===== src/rtl/pfc_fsel_pkg.sv =====
package pfc_fsel_pkg;
  typedef enum logic [2:0] {
    MODE_CPK  = 3'd0,
    MODE_D125 = 3'd1,
    MODE_D250 = 3'd2,
    MODE_D500 = 3'd3,
    MODE_CCM  = 3'd4
  } fmode_e;

  function automatic logic [1:0] div_sel_of(fmode_e m);
    case (m)
      MODE_D250: return 2'd1;
      MODE_D500: return 2'd2;
      MODE_CCM:  return 2'd3;
      default:   return 2'd0;
    endcase
  endfunction
endpackage


===== src/rtl/pfc_thr_table.sv =====
module pfc_thr_table #(
  parameter int IW    = 12,
  parameter int BKT_W = 3,
  parameter int THR0  = 1000,
  parameter int THR1  = 1200,
  parameter int THR2  = 3000
) (
  input  logic             clk_i,
  input  logic             rst_ni,
  input  logic             we_i,
  input  logic             wr_rng_i,
  input  logic [BKT_W-1:0] wr_bkt_i,
  input  logic [1:0]       wr_step_i,
  input  logic [IW-1:0]    wr_data_i,
  input  logic             rd_rng_i,
  input  logic [BKT_W-1:0] rd_bkt_i,
  input  logic [1:0]       rd_up_step_i,
  input  logic [1:0]       rd_dn_step_i,
  output logic [IW-1:0]    up_thr_o,
  output logic [IW-1:0]    dn_thr_o
);
  localparam int AW = 1 + BKT_W + 2;
  localparam int NE = 1 << AW;

  logic [IW-1:0] ent_q [NE];
  logic [AW-1:0] wr_addr, up_addr, dn_addr;

  assign wr_addr = {wr_rng_i, wr_bkt_i, wr_step_i};
  assign up_addr = {rd_rng_i, rd_bkt_i, rd_up_step_i};
  assign dn_addr = {rd_rng_i, rd_bkt_i, rd_dn_step_i};

  for (genvar e = 0; e < NE; e++) begin : g_ent
    localparam int STEP = e % 4;
    localparam int DEF  = (STEP == 0) ? THR0 : (STEP == 1) ? THR1 : THR2;
    always_ff @(posedge clk_i or negedge rst_ni) begin
      if (!rst_ni)                              ent_q[e] <= IW'(DEF);
      else if (we_i && wr_addr == AW'(e) && wr_step_i != 2'd3) ent_q[e] <= wr_data_i;
    end
  end

  assign up_thr_o = ent_q[up_addr];
  assign dn_thr_o = ent_q[dn_addr];
endmodule


===== src/rtl/pfc_mode_next.sv =====
module pfc_mode_next
  import pfc_fsel_pkg::*;
#(
  parameter int VW     = 9,
  parameter int IW     = 12,
  parameter int VCP_LO = 20,
  parameter int VCP_HI = 40
) (
  input  fmode_e        cur_i,
  input  logic [VW-1:0] vin_i,
  input  logic          rng_i,
  input  logic [IW-1:0] ipk_i,
  input  logic          bcm_i,
  input  logic [IW-1:0] up_thr_i,
  input  logic [IW-1:0] dn_thr_i,
  output logic [1:0]    up_step_o,
  output logic [1:0]    dn_step_o,
  output fmode_e        nxt_o
);
  logic low_v, go_up, go_dn;

  assign low_v = vin_i < (rng_i ? VW'(VCP_HI) : VW'(VCP_LO));
  assign go_up = ipk_i > up_thr_i;
  assign go_dn = ipk_i <= dn_thr_i;

  always_comb begin
    case (cur_i)
      MODE_D250: begin up_step_o = 2'd1; dn_step_o = 2'd0; end
      MODE_D500: begin up_step_o = 2'd2; dn_step_o = 2'd1; end
      MODE_CCM:  begin up_step_o = 2'd2; dn_step_o = 2'd2; end
      default:   begin up_step_o = 2'd0; dn_step_o = 2'd0; end
    endcase
  end

  always_comb begin
    nxt_o = cur_i;
    if (low_v)      nxt_o = MODE_CPK;
    else if (bcm_i) nxt_o = MODE_CCM;
    else begin
      case (cur_i)
        MODE_CPK:  nxt_o = MODE_D125;
        MODE_D125: if (go_up) nxt_o = MODE_D250;
        MODE_D250: if (go_up) nxt_o = MODE_D500;
                   else if (go_dn) nxt_o = MODE_D125;
        MODE_D500: if (go_up) nxt_o = MODE_CCM;
                   else if (go_dn) nxt_o = MODE_D250;
        MODE_CCM:  if (go_dn) nxt_o = MODE_D500;
        default:   nxt_o = MODE_CPK;
      endcase
    end
  end
endmodule


===== src/rtl/pfc_set_gen.sv =====
module pfc_set_gen #(
  parameter int DIV_A = 400,
  parameter int DIV_B = 200,
  parameter int DIV_C = 100
) (
  input  logic       clk_i,
  input  logic       rst_ni,
  input  logic [1:0] div_sel_i,
  input  logic       otg_set_i,
  output logic       bound_o,
  output logic       set_o
);
  localparam int CW = $clog2(DIV_A);

  logic [CW-1:0] cnt_q, lim;
  logic          ccm, tick;

  assign ccm = div_sel_i == 2'd3;

  always_comb begin
    case (div_sel_i)
      2'd0:    lim = CW'(DIV_A - 1);
      2'd1:    lim = CW'(DIV_B - 1);
      default: lim = CW'(DIV_C - 1);
    endcase
  end

  assign tick    = !ccm && cnt_q == lim;
  assign bound_o = ccm ? otg_set_i : tick;

  always_ff @(posedge clk_i or negedge rst_ni) begin
    if (!rst_ni) begin
      cnt_q <= '0;
      set_o <= 1'b0;
    end else begin
      set_o <= bound_o;
      if (ccm || tick) cnt_q <= '0;
      else             cnt_q <= cnt_q + 1'b1;
    end
  end
endmodule


===== src/rtl/pfc_pk_clamp.sv =====
module pfc_pk_clamp
  import pfc_fsel_pkg::*;
#(
  parameter int IW      = 12,
  parameter int IMIN    = 100,
  parameter int IMAX    = 3000,
  parameter int CAP_125 = 1000,
  parameter int CAP_250 = 1200
) (
  input  fmode_e        mode_i,
  input  logic [IW-1:0] ipk_i,
  output logic [IW-1:0] ipk_o
);
  logic [IW-1:0] cap;

  always_comb begin
    case (mode_i)
      MODE_D125: cap = IW'(CAP_125);
      MODE_D250: cap = IW'(CAP_250);
      default:   cap = IW'(IMAX);
    endcase
    if (ipk_i < IW'(IMIN)) ipk_o = IW'(IMIN);
    else if (ipk_i > cap)  ipk_o = cap;
    else                   ipk_o = ipk_i;
  end
endmodule


===== src/rtl/pfc_freq_mode_sel.sv =====
module pfc_freq_mode_sel
  import pfc_fsel_pkg::*;
#(
  parameter int VW     = 9,
  parameter int IW     = 12,
  parameter int BKT_W  = 3,
  parameter int VCP_LO = 20,
  parameter int VCP_HI = 40
) (
  input  logic             clk_i,
  input  logic             rst_ni,
  input  logic [VW-1:0]    vin_i,
  input  logic             vrange_i,
  input  logic [IW-1:0]    ipk_cmd_i,
  input  logic             bcm_over_i,
  input  logic             otg_set_i,
  input  logic             tbl_we_i,
  input  logic             tbl_range_i,
  input  logic [BKT_W-1:0] tbl_bkt_i,
  input  logic [1:0]       tbl_step_i,
  input  logic [IW-1:0]    tbl_data_i,
  output logic [2:0]       mode_o,
  output logic [1:0]       div_sel_o,
  output logic             set_o,
  output logic [IW-1:0]    ipk_o
);
  fmode_e        mode_q, mode_nxt;
  logic [1:0]    up_step, dn_step;
  logic [IW-1:0] up_thr, dn_thr;
  logic          bound;

  pfc_thr_table #(.IW(IW), .BKT_W(BKT_W)) u_tbl (
    .clk_i       (clk_i),
    .rst_ni      (rst_ni),
    .we_i        (tbl_we_i),
    .wr_rng_i    (tbl_range_i),
    .wr_bkt_i    (tbl_bkt_i),
    .wr_step_i   (tbl_step_i),
    .wr_data_i   (tbl_data_i),
    .rd_rng_i    (vrange_i),
    .rd_bkt_i    (vin_i[VW-1 -: BKT_W]),
    .rd_up_step_i(up_step),
    .rd_dn_step_i(dn_step),
    .up_thr_o    (up_thr),
    .dn_thr_o    (dn_thr)
  );

  pfc_mode_next #(.VW(VW), .IW(IW), .VCP_LO(VCP_LO), .VCP_HI(VCP_HI)) u_nxt (
    .cur_i    (mode_q),
    .vin_i    (vin_i),
    .rng_i    (vrange_i),
    .ipk_i    (ipk_cmd_i),
    .bcm_i    (bcm_over_i),
    .up_thr_i (up_thr),
    .dn_thr_i (dn_thr),
    .up_step_o(up_step),
    .dn_step_o(dn_step),
    .nxt_o    (mode_nxt)
  );

  pfc_set_gen u_set (
    .clk_i    (clk_i),
    .rst_ni   (rst_ni),
    .div_sel_i(div_sel_o),
    .otg_set_i(otg_set_i),
    .bound_o  (bound),
    .set_o    (set_o)
  );

  pfc_pk_clamp #(.IW(IW)) u_clamp (
    .mode_i(mode_q),
    .ipk_i (ipk_cmd_i),
    .ipk_o (ipk_o)
  );

  always_ff @(posedge clk_i or negedge rst_ni) begin
    if (!rst_ni)    mode_q <= MODE_CPK;
    else if (bound) mode_q <= mode_nxt;
  end

  assign div_sel_o = div_sel_of(mode_q);
  assign mode_o    = mode_q;
endmodule


===== config.mk =====
export PLATFORM = sky130hd
export DESIGN_NAME = pfc_freq_mode_sel
export DESIGN_NICKNAME = d
export VERILOG_FILES = /design/src/rtl/pfc_fsel_pkg.sv /design/src/rtl/pfc_thr_table.sv /design/src/rtl/pfc_mode_next.sv /design/src/rtl/pfc_set_gen.sv /design/src/rtl/pfc_pk_clamp.sv /design/src/rtl/pfc_freq_mode_sel.sv
export SDC_FILE = /design/constraint.sdc
export NUM_CORES = 1
export LEC_CHECK = 0
export ABC_AREA = 1
export BUFFER_PORTS_ARGS = -buffer_cell sky130_fd_sc_hd__buf_2
export CORE_ASPECT_RATIO = 1.1
export CORE_UTILIZATION = 40
export DETAILED_ROUTE_END_ITERATION = 7
export GPL_ROUTABILITY_DRIVEN = 0
export PLACE_DENSITY = 0.64
export RECOVER_POWER = 25
export REMOVE_ABC_BUFFERS = 1
export SYNTH_ARGS = -nofsm -noshare
export SYNTH_HDL_FRONTEND = slang
export SYNTH_SLANG_ARGS = --single-unit

===== constraint.sdc =====
create_clock -name clk_i -period 5.75 [get_ports clk_i]
set_input_delay 0.2875 -clock clk_i [delete_from_list [all_inputs] [get_ports clk_i]]
set_output_delay 0.2875 -clock clk_i [all_outputs]
set_load 0.005 [all_outputs]

* Word-level counts from Yosys, hierarchy flattened
Cells that the tools add are included.
** Word-level totals
- Register bits after elaboration :: 781
- Bits of input ports :: 45
- Logic and storage cells :: 313
** Cells by class
- Multiplexer cells :: 25
- Equal/unequal tests :: 75
- Bitwise logic cells :: 2
- Magnitude comparators :: 7
- Add/subtract/negate cells :: 1
- Reductions and logical operators :: 136
** Operators by type and width (number)
- $eq 6x6->1 const B :: 32
- $bmux 12 s6 :: 2
- $logic_and 1x1->1 :: 129
- $eq 6x5->1 const B :: 16
- $mux 12 :: 6
- $eq 6x4->1 const B :: 8
- $eq 6x3->1 const B :: 4
- $gt 12x12->1 :: 2
- $mux 3 :: 8
- $pmux 12 s2 :: 1
- $pmux 9 s2 :: 1
- $pmux 3 s5 :: 1
- $ge 7x7->1 const B :: 2
- $not 6->7 :: 2
- $eq 6x2->1 const B :: 2
- $le 12x12->1 :: 1
- $lt 12x7->1 const B :: 1
- $add 9x1->9 const B :: 1
- $eq 9x9->1 :: 1
- $lt 9x9->1 :: 1
- $mux 9 :: 1
- $pmux 2 s2 :: 2
- $eq 3x2->1 const B :: 2
- $eq 6x1->1 const B :: 1
- other kinds (19) :: 19

* Logic depth before layout (Yosys ltp)
Gate-level depths: netlist (run 1).
- Depth in word-level cells :: 12
- Depth in mapped cells :: 29

* Modules after synthesis
A second synthesis (run 1) with hierarchy kept.
** Unflattened totals
- Cell total of the unflattened synthesis :: 6300
- Area, all modules :: 44236.2 um2
** Modules (own cells, without submodules)
- pfc_thr_table :: cells each 5942, area an instance 42050.3 um2, seq. area each 19698.9 um2, instances 1
- pfc_mode_next :: cells each 170, area an instance 999.7 um2, seq. area each 0.0 um2, instances 1
- pfc_set_gen :: cells each 90, area an instance 634.4 um2, seq. area each 250.2 um2, instances 1
- pfc_pk_clamp :: cells each 80, area an instance 414.1 um2, seq. area each 0.0 um2, instances 1
- pfc_freq_mode_sel :: cells each 18, area an instance 137.6 um2, seq. area each 75.1 um2, instances 1

* Worst setup path after synthesis (run 1)
No wires, ideal clock.
- Path type :: reg2reg
- Start :: register mode_q[2], in the netlist mode_o[2]
- End :: register mode_q[2], in the netlist mode_o[2]
- Library setup time :: 0.118 ns
- Required time :: 5.632 ns
- Setup slack :: 2.818 ns
- Arrival :: 2.814 ns
- Cell stages (with the launch flop) :: 26
- Path buffers :: 3
- Period minus slack after synthesis :: 2.932 ns
- Path through :: dfrtp_1 nor3_2 buf_2 buf_4 buf_2 nand2_1 nand3_1 nand3_1 nand3_1 nand3_1 nand3_1 nand2_1 ha_1 nand2_1 inv_1 nand2_1 nor2_1 nand2_1 nand3_1 nand2_1 nand2_1 nand2_1 nand3_1 nand2_1 nand2_1 nand2_1
** On the way
- Longest elaborated chain between the ends :: 12
** Ends and longest elaborated chain
- start: declaration :: RTL line pfc_freq_mode_sel.sv:27 : fmode_e mode_q, mode_nxt;
- start signal: assignment :: RTL line pfc_freq_mode_sel.sv:78 : else if (bound) mode_q <= mode_nxt;
- $eq 3x2->1 or $eq 3x3->1 (tied branches) :: RTL line pfc_fsel_pkg.sv:11, pfc_mode_next.sv:27, pfc_mode_next.sv:40
- $reduce_or 2->1 (no line)
- $pmux 2 s2 :: RTL line pfc_mode_next.sv:27 : case (cur_i)
- $not 6->7 (not written as such) :: RTL line pfc_thr_table.sv:41 : assign up_thr_o = ent_q[up_addr];
- $bmux 12 s6 :: RTL line pfc_thr_table.sv:41
- $mux 12 (not written as such) (2 in series) :: RTL line pfc_thr_table.sv:41
- $gt 12x12->1 :: RTL line pfc_mode_next.sv:23 : assign go_up = ipk_i > up_thr_i;
- $mux 3 (on tied branches) :: RTL line pfc_mode_next.sv:45, pfc_mode_next.sv:43
- $pmux 3 s5 :: RTL line pfc_mode_next.sv:40 : case (cur_i)
- $mux 3 :: RTL line pfc_mode_next.sv:38 : else if (bcm_i) nxt_o = MODE_CCM;
- $mux 3 :: RTL line pfc_mode_next.sv:37 : if (low_v) nxt_o = MODE_CPK;
Parallel ways exist; a longest one is shown, timed or not. The select of a mux whose other input is x is not followed.
A chain may end at the register's enable or synchronous reset.

* Worst setup path after layout (run 1)
- Start :: register mode_q[2], in the netlist mode_o[2]
- End :: register mode_q[0], in the netlist mode_o[0]
The elaborated chain is that of the path after synthesis.

==> run summary, run 1 <==
Status = finished with violations
Failing checks = capacitance limit, slew limit
Fill cells = 8634
Post-synth top cells = 1888 x nand2_1, 774 x o21ai_0, 732 x nand3_1
Cell area after synthesis = 0.0344 sq mm
CTS Root Cell = clkbuf_16
Final setup skew = 0.0152 ns
Crit Path Category = flip-flop to flip-flop
Pre-antenna DRT Iters = 6
Sequential Area = 0.0152 sq mm
DR iter-0 viols = 3581
CP startpoint kind = flip-flop
Initial antenna violation count = 1
Final #Nets = 4775
Leak = 0.0159 uW
Port Buffers = 60
Final Critical Period = 4.72 ns
Clk_lat worst skew = 0.61 ns
Worst slew pin tran = 4.48 ns
Synth Flop Type = dfrtp_1
Largest net degree at the start of global routing = 163
Via count = 33100
FF+latch count, synth = 592
Asr flop ratio synth = 1.00
Peak VDD IR = 0.000597 V
Req. time, crit path = 6.28 ns
Grt ovf = 0
Synthesized area per cell = 7.01 sq um
Synth warn = 0
HPWL after DPL = 67.5 mm
Max Cap Viol = 1
Drt wl/cell = 19.9 microns
Synth area leaders = dfrtp_1 23%, dfstp_2 21%, nand2_1 21%
Setup ws final = 1.03 ns
Total wire length = 117 mm
First-pass GRT wire length = 181 mm
H-tree levels = 3
Peak fanout along the critical path = 60
Area grow syn2layout = 8.82%
Setup TNS = 0 ns
TritonCTS clock tree = yes
DRC = 0
Unrepaired setup endpoints after global routing = no
Clock Tree Buf Depth = 3
Starting density of the core = 0.405
Register area share after synthesis = 0.440
Tcrit/Tclk final = 0.820
Die ar. = 0.0872 sq mm
Multi-input gate area = 0.0168 sq mm
Syn Inst Count = 4910
Max_slew headroom = -1.99
Die height = 310 microns
Power, Total = 15700 uW
Clock transition at path regs = 0.06 ns
Synth top area share = 0.233
Pwr/cell area = 420 mW/mm^2
Number of global-route vias before repair = 30600
Post-cts sizing count = 0
Vias/cell = 5.62
Dpl ws = 1.12 ns
Fin. max-slew vios = 73
Hold Crit Class = input port to flip-flop
Final setup vio count = 0
Post-synth EDFFs = 0
Synth cell types = 38
Gr usage total = 0.269
Share of cells above drive strength 1 = 0.109
Final Hold Fails = 0
Inserted Clock Buffers = 69
CP Capture Type = flip-flop
Die X-Extent = 282 microns
Placement Rows = 112
IO Count = 63
Fmax achieved = 212 MHz
Total core area = 0.0851 sq mm
Antenna cells = 0
CP arrival = 5.25 ns
Most common cell in the netlist = nand2_1
Post-route ant nets = 0
Hold slack = 0.0299 ns
Synth area leader = dfrtp_1
Sink Count = 592
==> placed cells by master, fill, tap and decap left out, types with 9 or more instances in the layout <==
master / Yosys / layout
nor3_1: 12 / 12
a21oi_1: 120 / 120
nand3_1: 732 / 732
nand2_1: 1888 / 1887
o22ai_1: 10 / 10
o21ai_0: 774 / 774
dfrtp_1: 320 / 320
clkinv_2: 0 / 9
o21ai_1: 12 / 12
clkbuf_8: 0 / 13
ha_1: 35 / 35
clkbuf_16: 0 / 73
o211ai_1: 51 / 51
buf_12: 0 / 20
buf_4: 19 / 50
inv_1: 166 / 163
dfstp_2: 272 / 272
clkbuf_1: 210 / 27
buf_2: 175 / 55
nor2_1: 56 / 54
nand4_1: 10 / 10
==> worst paths after layout <==
kind                             startpoint          endpoint  slack, ns  cells after the start
setup / recovery                  mode_o[2]         mode_o[0]       1.03                     25
hold / removal                    otg_set_i       u_set.set_o       0.03                      3
setup reg to reg                  mode_o[2]         mode_o[0]       1.03                     25
hold reg to reg            u_tbl.ent_q[720]  u_tbl.ent_q[720]       0.38                      0
max in group asynchronous            rst_ni  u_tbl.ent_q[462]       1.15                      3
min in group asynchronous            rst_ni  u_tbl.ent_q[654]       1.83                      2
==> logic make-up (layout without fill, tap and decap cells) <==
| group | after synthesis | in the layout | synth area share |
|---|---|---|---|
| fa+ha+maj | 35 | 35 | 0.0127 |
| simple gates | 2716 | 2716 | 0.326 |
| buf+inv | 586 | 425 | 0.0727 |
| flops | 592 | 592 | 0.440 |
| compound gates | 980 | 980 | 0.148 |
| xor+xnor | 1 | 1 | 0.000255 |
==> power breakdown <==
group          leakage [uW]  switching, uW  internal (uW)
Clock               0.00114           1800           2760
Combinational       0.00763           4100           1870
Sequential          0.00713            375           4810
==> critical path, stage by stage, from the launching register on <==
cell and delay (ns):
dfrtp_1 0.64, nor2_4 0.13, nand2_8 0.46, nand2_8 0.12, inv_6 0.48, buf_4 0.39
nand3_1 0.12, nand3_1 0.10, nand3_1 0.15, nand3_1 0.25, nand3_1 0.19, nand2_1 0.11
ha_1 0.24, nand2_1 0.06, inv_1 0.04, nand2_1 0.08, inv_1 0.05, nand2_1 0.06
nand3_1 0.21, nand2_1 0.15, nand2_1 0.06, nand2_1 0.07, nand3_1 0.14, nand2_1 0.13
nand2_1 0.06, nand2_1 0.08
==> what timing repair did <==
item	4_1_cts	5_1_grt
endpoints found under the hold margin	30	0
hold buffers	1	0
setup buffers	0	0
==> sequential cells by signal, summed over array words and instances, names as in the netlist <==
| register | count |
|---|---|
| mode_o | 3 |
| u_set.cnt_q | 9 |
| u_set.set_o | 1 |
| u_tbl.ent_q | 579 |
==> stage by stage <==
step           area, sq um  utilization  std cells
6_report             37400        0.440       5889
5_1_grt              37400        0.440       5889
4_1_cts              37500        0.440       5889
3_5_place_dp         35100        0.413       5763
3_3_place_gp         35100        0.413       5763
2_1_floorplan        32600            -       4494
==> layer usage <==
metal  global-route usage  vias to the layer above  part of all wire
met5                    0                        -          0.000060
met2                0.436                     1322              0.46
met1                0.351                    15700              0.42
met3               0.0346                      281             0.074
met4                0.142                        2             0.049
li1                     -                    15700                 -
==> cell type report <==
cell class	instances	area share
Clock buffer	110	0.0560
Clock inverter	15	0.00608
Tap cell	1140	0.0381
Multi-Input combinational cell	3732	0.449
Inverter	170	0.0174
Sequential cell	592	0.405
Timing Repair Buffer	130	0.0288
Power figures use the tool's default switching activity.
==> inputs of run 2 (changes only) <==
Settings changed: PLACE_DENSITY 0.64 to 0.66.
Clock period 5.75 ns to 3.9 ns, I/O delays scaled along.
==> run 2 against run 1 <==
Net effect:
- clock skew up 0.0017 ns
- combinational power up 65%
- non-clock buffer count up 65
- flip-flop and latch count unchanged
- register-to-register slack worse by 0.84 ns
- setup slack worse by 0.84 ns
- critical endpoint is now mode_o[2]
- cell count up 1.2%
- the run still ends with capacitance limit, slew limit left
- count of clock-buffer cells in the layout up 4
==> run summary, run 2 (synthesized netlist as in run 1, its figures left out) <==
Peak fanout along the critical path = 24 (-60%)
CTS Root Cell = clkbuf_16
TritonCTS clock tree = yes
Final Critical Period = 3.70 ns (-1.01 ns)
Tcrit/Tclk final = 0.949 (+0.129)
Total wire length = 123 mm (+4.7%)
Worst slew pin tran = 2.74 ns (-1.74 ns)
Reg2Reg Launch Point = mode_o[1]
R2R setup slack = 0.20 ns (-0.84 ns)
Hold slack = 0.138 ns (+0.108 ns)
Crit Path Category = flip-flop to flip-flop
Max incr delay on CP = 0.41 ns (-0.23 ns)
DRC = 0 (unchanged)
CP startpoint kind = flip-flop
Initial antenna violation count = 5 (+4)
Final setup skew = 0.0169 ns (+0.00172 ns)
Critical path startpoint = mode_o[1]
Worst setup path endpoint = mode_o[2]
Final setup vio count = 0 (unchanged)
Hold_sp = bcm_over_i
First-pass GRT wire length = 185 mm (+2.2%)
Die height = 310 microns (unchanged)
H-tree levels = 3 (unchanged)
Int Power = 14400 uW (+53%)
Commonest non-fill, non-tap cell in the layout = nand2_1
Largest net degree at the start of global routing = 97 (-40%)
Crit-path slowest cell = dfrtp_1
Area grow syn2layout = 12.3%
Clock transition at path regs = 0.06 ns (about the same)
Gr usage total = 0.275 (+0.00539)
Peak VDD IR = 0.000344 V (-42%)
Total core area = 0.0851 sq mm (unchanged)
Placed Cells = 5813 (+0.87%)
Switch share = 0.403 (+0.00348)
Clock Tree Buf Depth = 3 (unchanged)
Pwr/cell area = 626 mW/mm^2 (+49%)
Reg2Reg Depth = 27 (+8.0%)
Sink Count = 592 (unchanged)
Max FFs per register = 579 (unchanged)
Grt ovf = 0 (unchanged)
Fmax achieved = 270 MHz (+27%)
Logic pwr share = 0.407 (+0.027)
Most numerous cell on the critical path = nand2_1
Fin. max-slew vios = 94 (+29%)
Antenna cells = 0 (unchanged)
Max_slew headroom = -0.830 (+1.16)
Number of global-route vias before repair = 31100 (+1.5%)
Req. time, crit path = 4.41 ns (-1.87 ns)
DR iter-0 viols = 4200 (+17%)
Share of cells above drive strength 1 = 0.125 (+0.0163)
Leading cell types in the layout, fill and taps excluded = 1886 x nand2_1, 774 x o21ai_0, 719 x nand3_1, 319 x dfrtp_1, 272 x dfstp_2
Inserted Clock Buffers = 70 (+1.4%)
Max Cap Viol = 1 (unchanged)
P_sw = 9730 uW (+55%)
Hold Crit Class = input port to flip-flop
Power, Total = 24200 uW (+54%)
FF-to-FF End = mode_o[2]
Reg with most FFs = u_tbl.ent_q
Placement Rows = 112 (unchanged)
Die X-Extent = 282 microns (unchanged)
Die ar. = 0.0872 sq mm (unchanged)
IO Count = 63 (unchanged)
Final #Nets = 4841 (+1.4%)
Final cell count without fillers = 5959 (+1.2%)
Failing checks = capacitance limit, slew limit
Final Hold Fails = 0 (unchanged)
Drt wl/cell = 20.6 microns (+3.5%)
Clock power share = 0.277 (-0.013)
Via count = 34000 (+2.8%)
Port Buffers = 60 (unchanged)
CP arrival = 4.21 ns (-1.04 ns)
Starting density of the core = 0.405 (unchanged)
HPWL after DPL = 74.0 mm (+9.6%)
Clk_lat worst skew = 0.63 ns (+0.02 ns)
Leak = 0.0165 uW (+3.6%)
Status = finished with violations
Vias/cell = 5.70 (+1.6%)
Pre-antenna DRT Iters = 6 (unchanged)
Post-route ant nets = 0 (unchanged)
Part of the power in registers = 0.316 (-0.014)
CP Capture Type = flip-flop
[run 2: timing repair]
| item | CTS | global route |
|---|---|---|
| hold buffers | 2 | 0 |
| gates resized for setup | 0 | 43 |
| buffers inserted | 0 | 6 |
| endpoints found under the hold margin | 43 | 0 |
| setup endpoints to repair | 0 | 6 |
[run 2: how the worst min path moves through the flow]
stage                       end  depth (start not counted)  slack [ns]
2_1_floorplan         mode_o[0]                          0       -0.10
3_3_place_gp   u_tbl.ent_q[656]                          1        0.33
3_5_place_dp   u_tbl.ent_q[664]                          1        0.32
4_1_cts               mode_o[2]                          5        0.12
5_1_grt               mode_o[2]                          5        0.16
6_report              mode_o[1]                          6        0.14
[run 2: critical path, delay by kind of cell (launching register included)]
| family | cells | cell delay, ns |
|---|---|---|
| buffers and inverters | 5 | 0.66 |
| and+or+nand+nor | 20 | 2.07 |
| adders and majority gates | 1 | 0.28 |
| AOI/OAI and AO/OA | 1 | 0.11 |
| DFF | 1 | 0.41 |
[run 2: area by class of cell]
type,count,area (sq um)
fillers,8618,46400
multi-input cells,3732,16900
flip-flops and latches,592,15200
repair buffers,195,2170
clock buffers,114,2110
well taps,1140,1430
inverters,170,681
clock inverters,16,195
[run 2: layer usage]
layer,vias to the layer above,share of wire,track usage
met5,-,0.00021,0
met3,339,0.089,0.0452
li1,15900,-,-
met4,4,0.043,0.119
met1,16100,0.41,0.371
met2,1688,0.46,0.434
[run 2: metrics by stage]
step / instance area [sq um] / setup TNS (ns) / util / setup WS, ns
floorplan: 32600 / -122.35 / - / -5.68
global placement: 35900 / 0 / 0.422 / 0.130
detailed placement: 35900 / 0 / 0.422 / 0.142
CTS: 38200 / 0 / 0.450 / 0.103
global route: 38600 / -0.0457 / 0.454 / -0.0224
finish: 38600 / 0 / 0.454 / 0.198
[run 2: power by group through the flow]
| stage | Sequential, uW | Combinational (uW) | Clock [uW] |
|---|---|---|---|
| 2_1_floorplan | 7590 | 5970 | 0 |
| 3_3_place_gp | 7690 | 9060 | 0 |
| 3_5_place_dp | 7710 | 9170 | 0 |
| 4_1_cts | 7620 | 9200 | 6770 |
| 5_1_grt | 7740 | 10800 | 7000 |
| 6_report | 7640 | 9840 | 6700 |
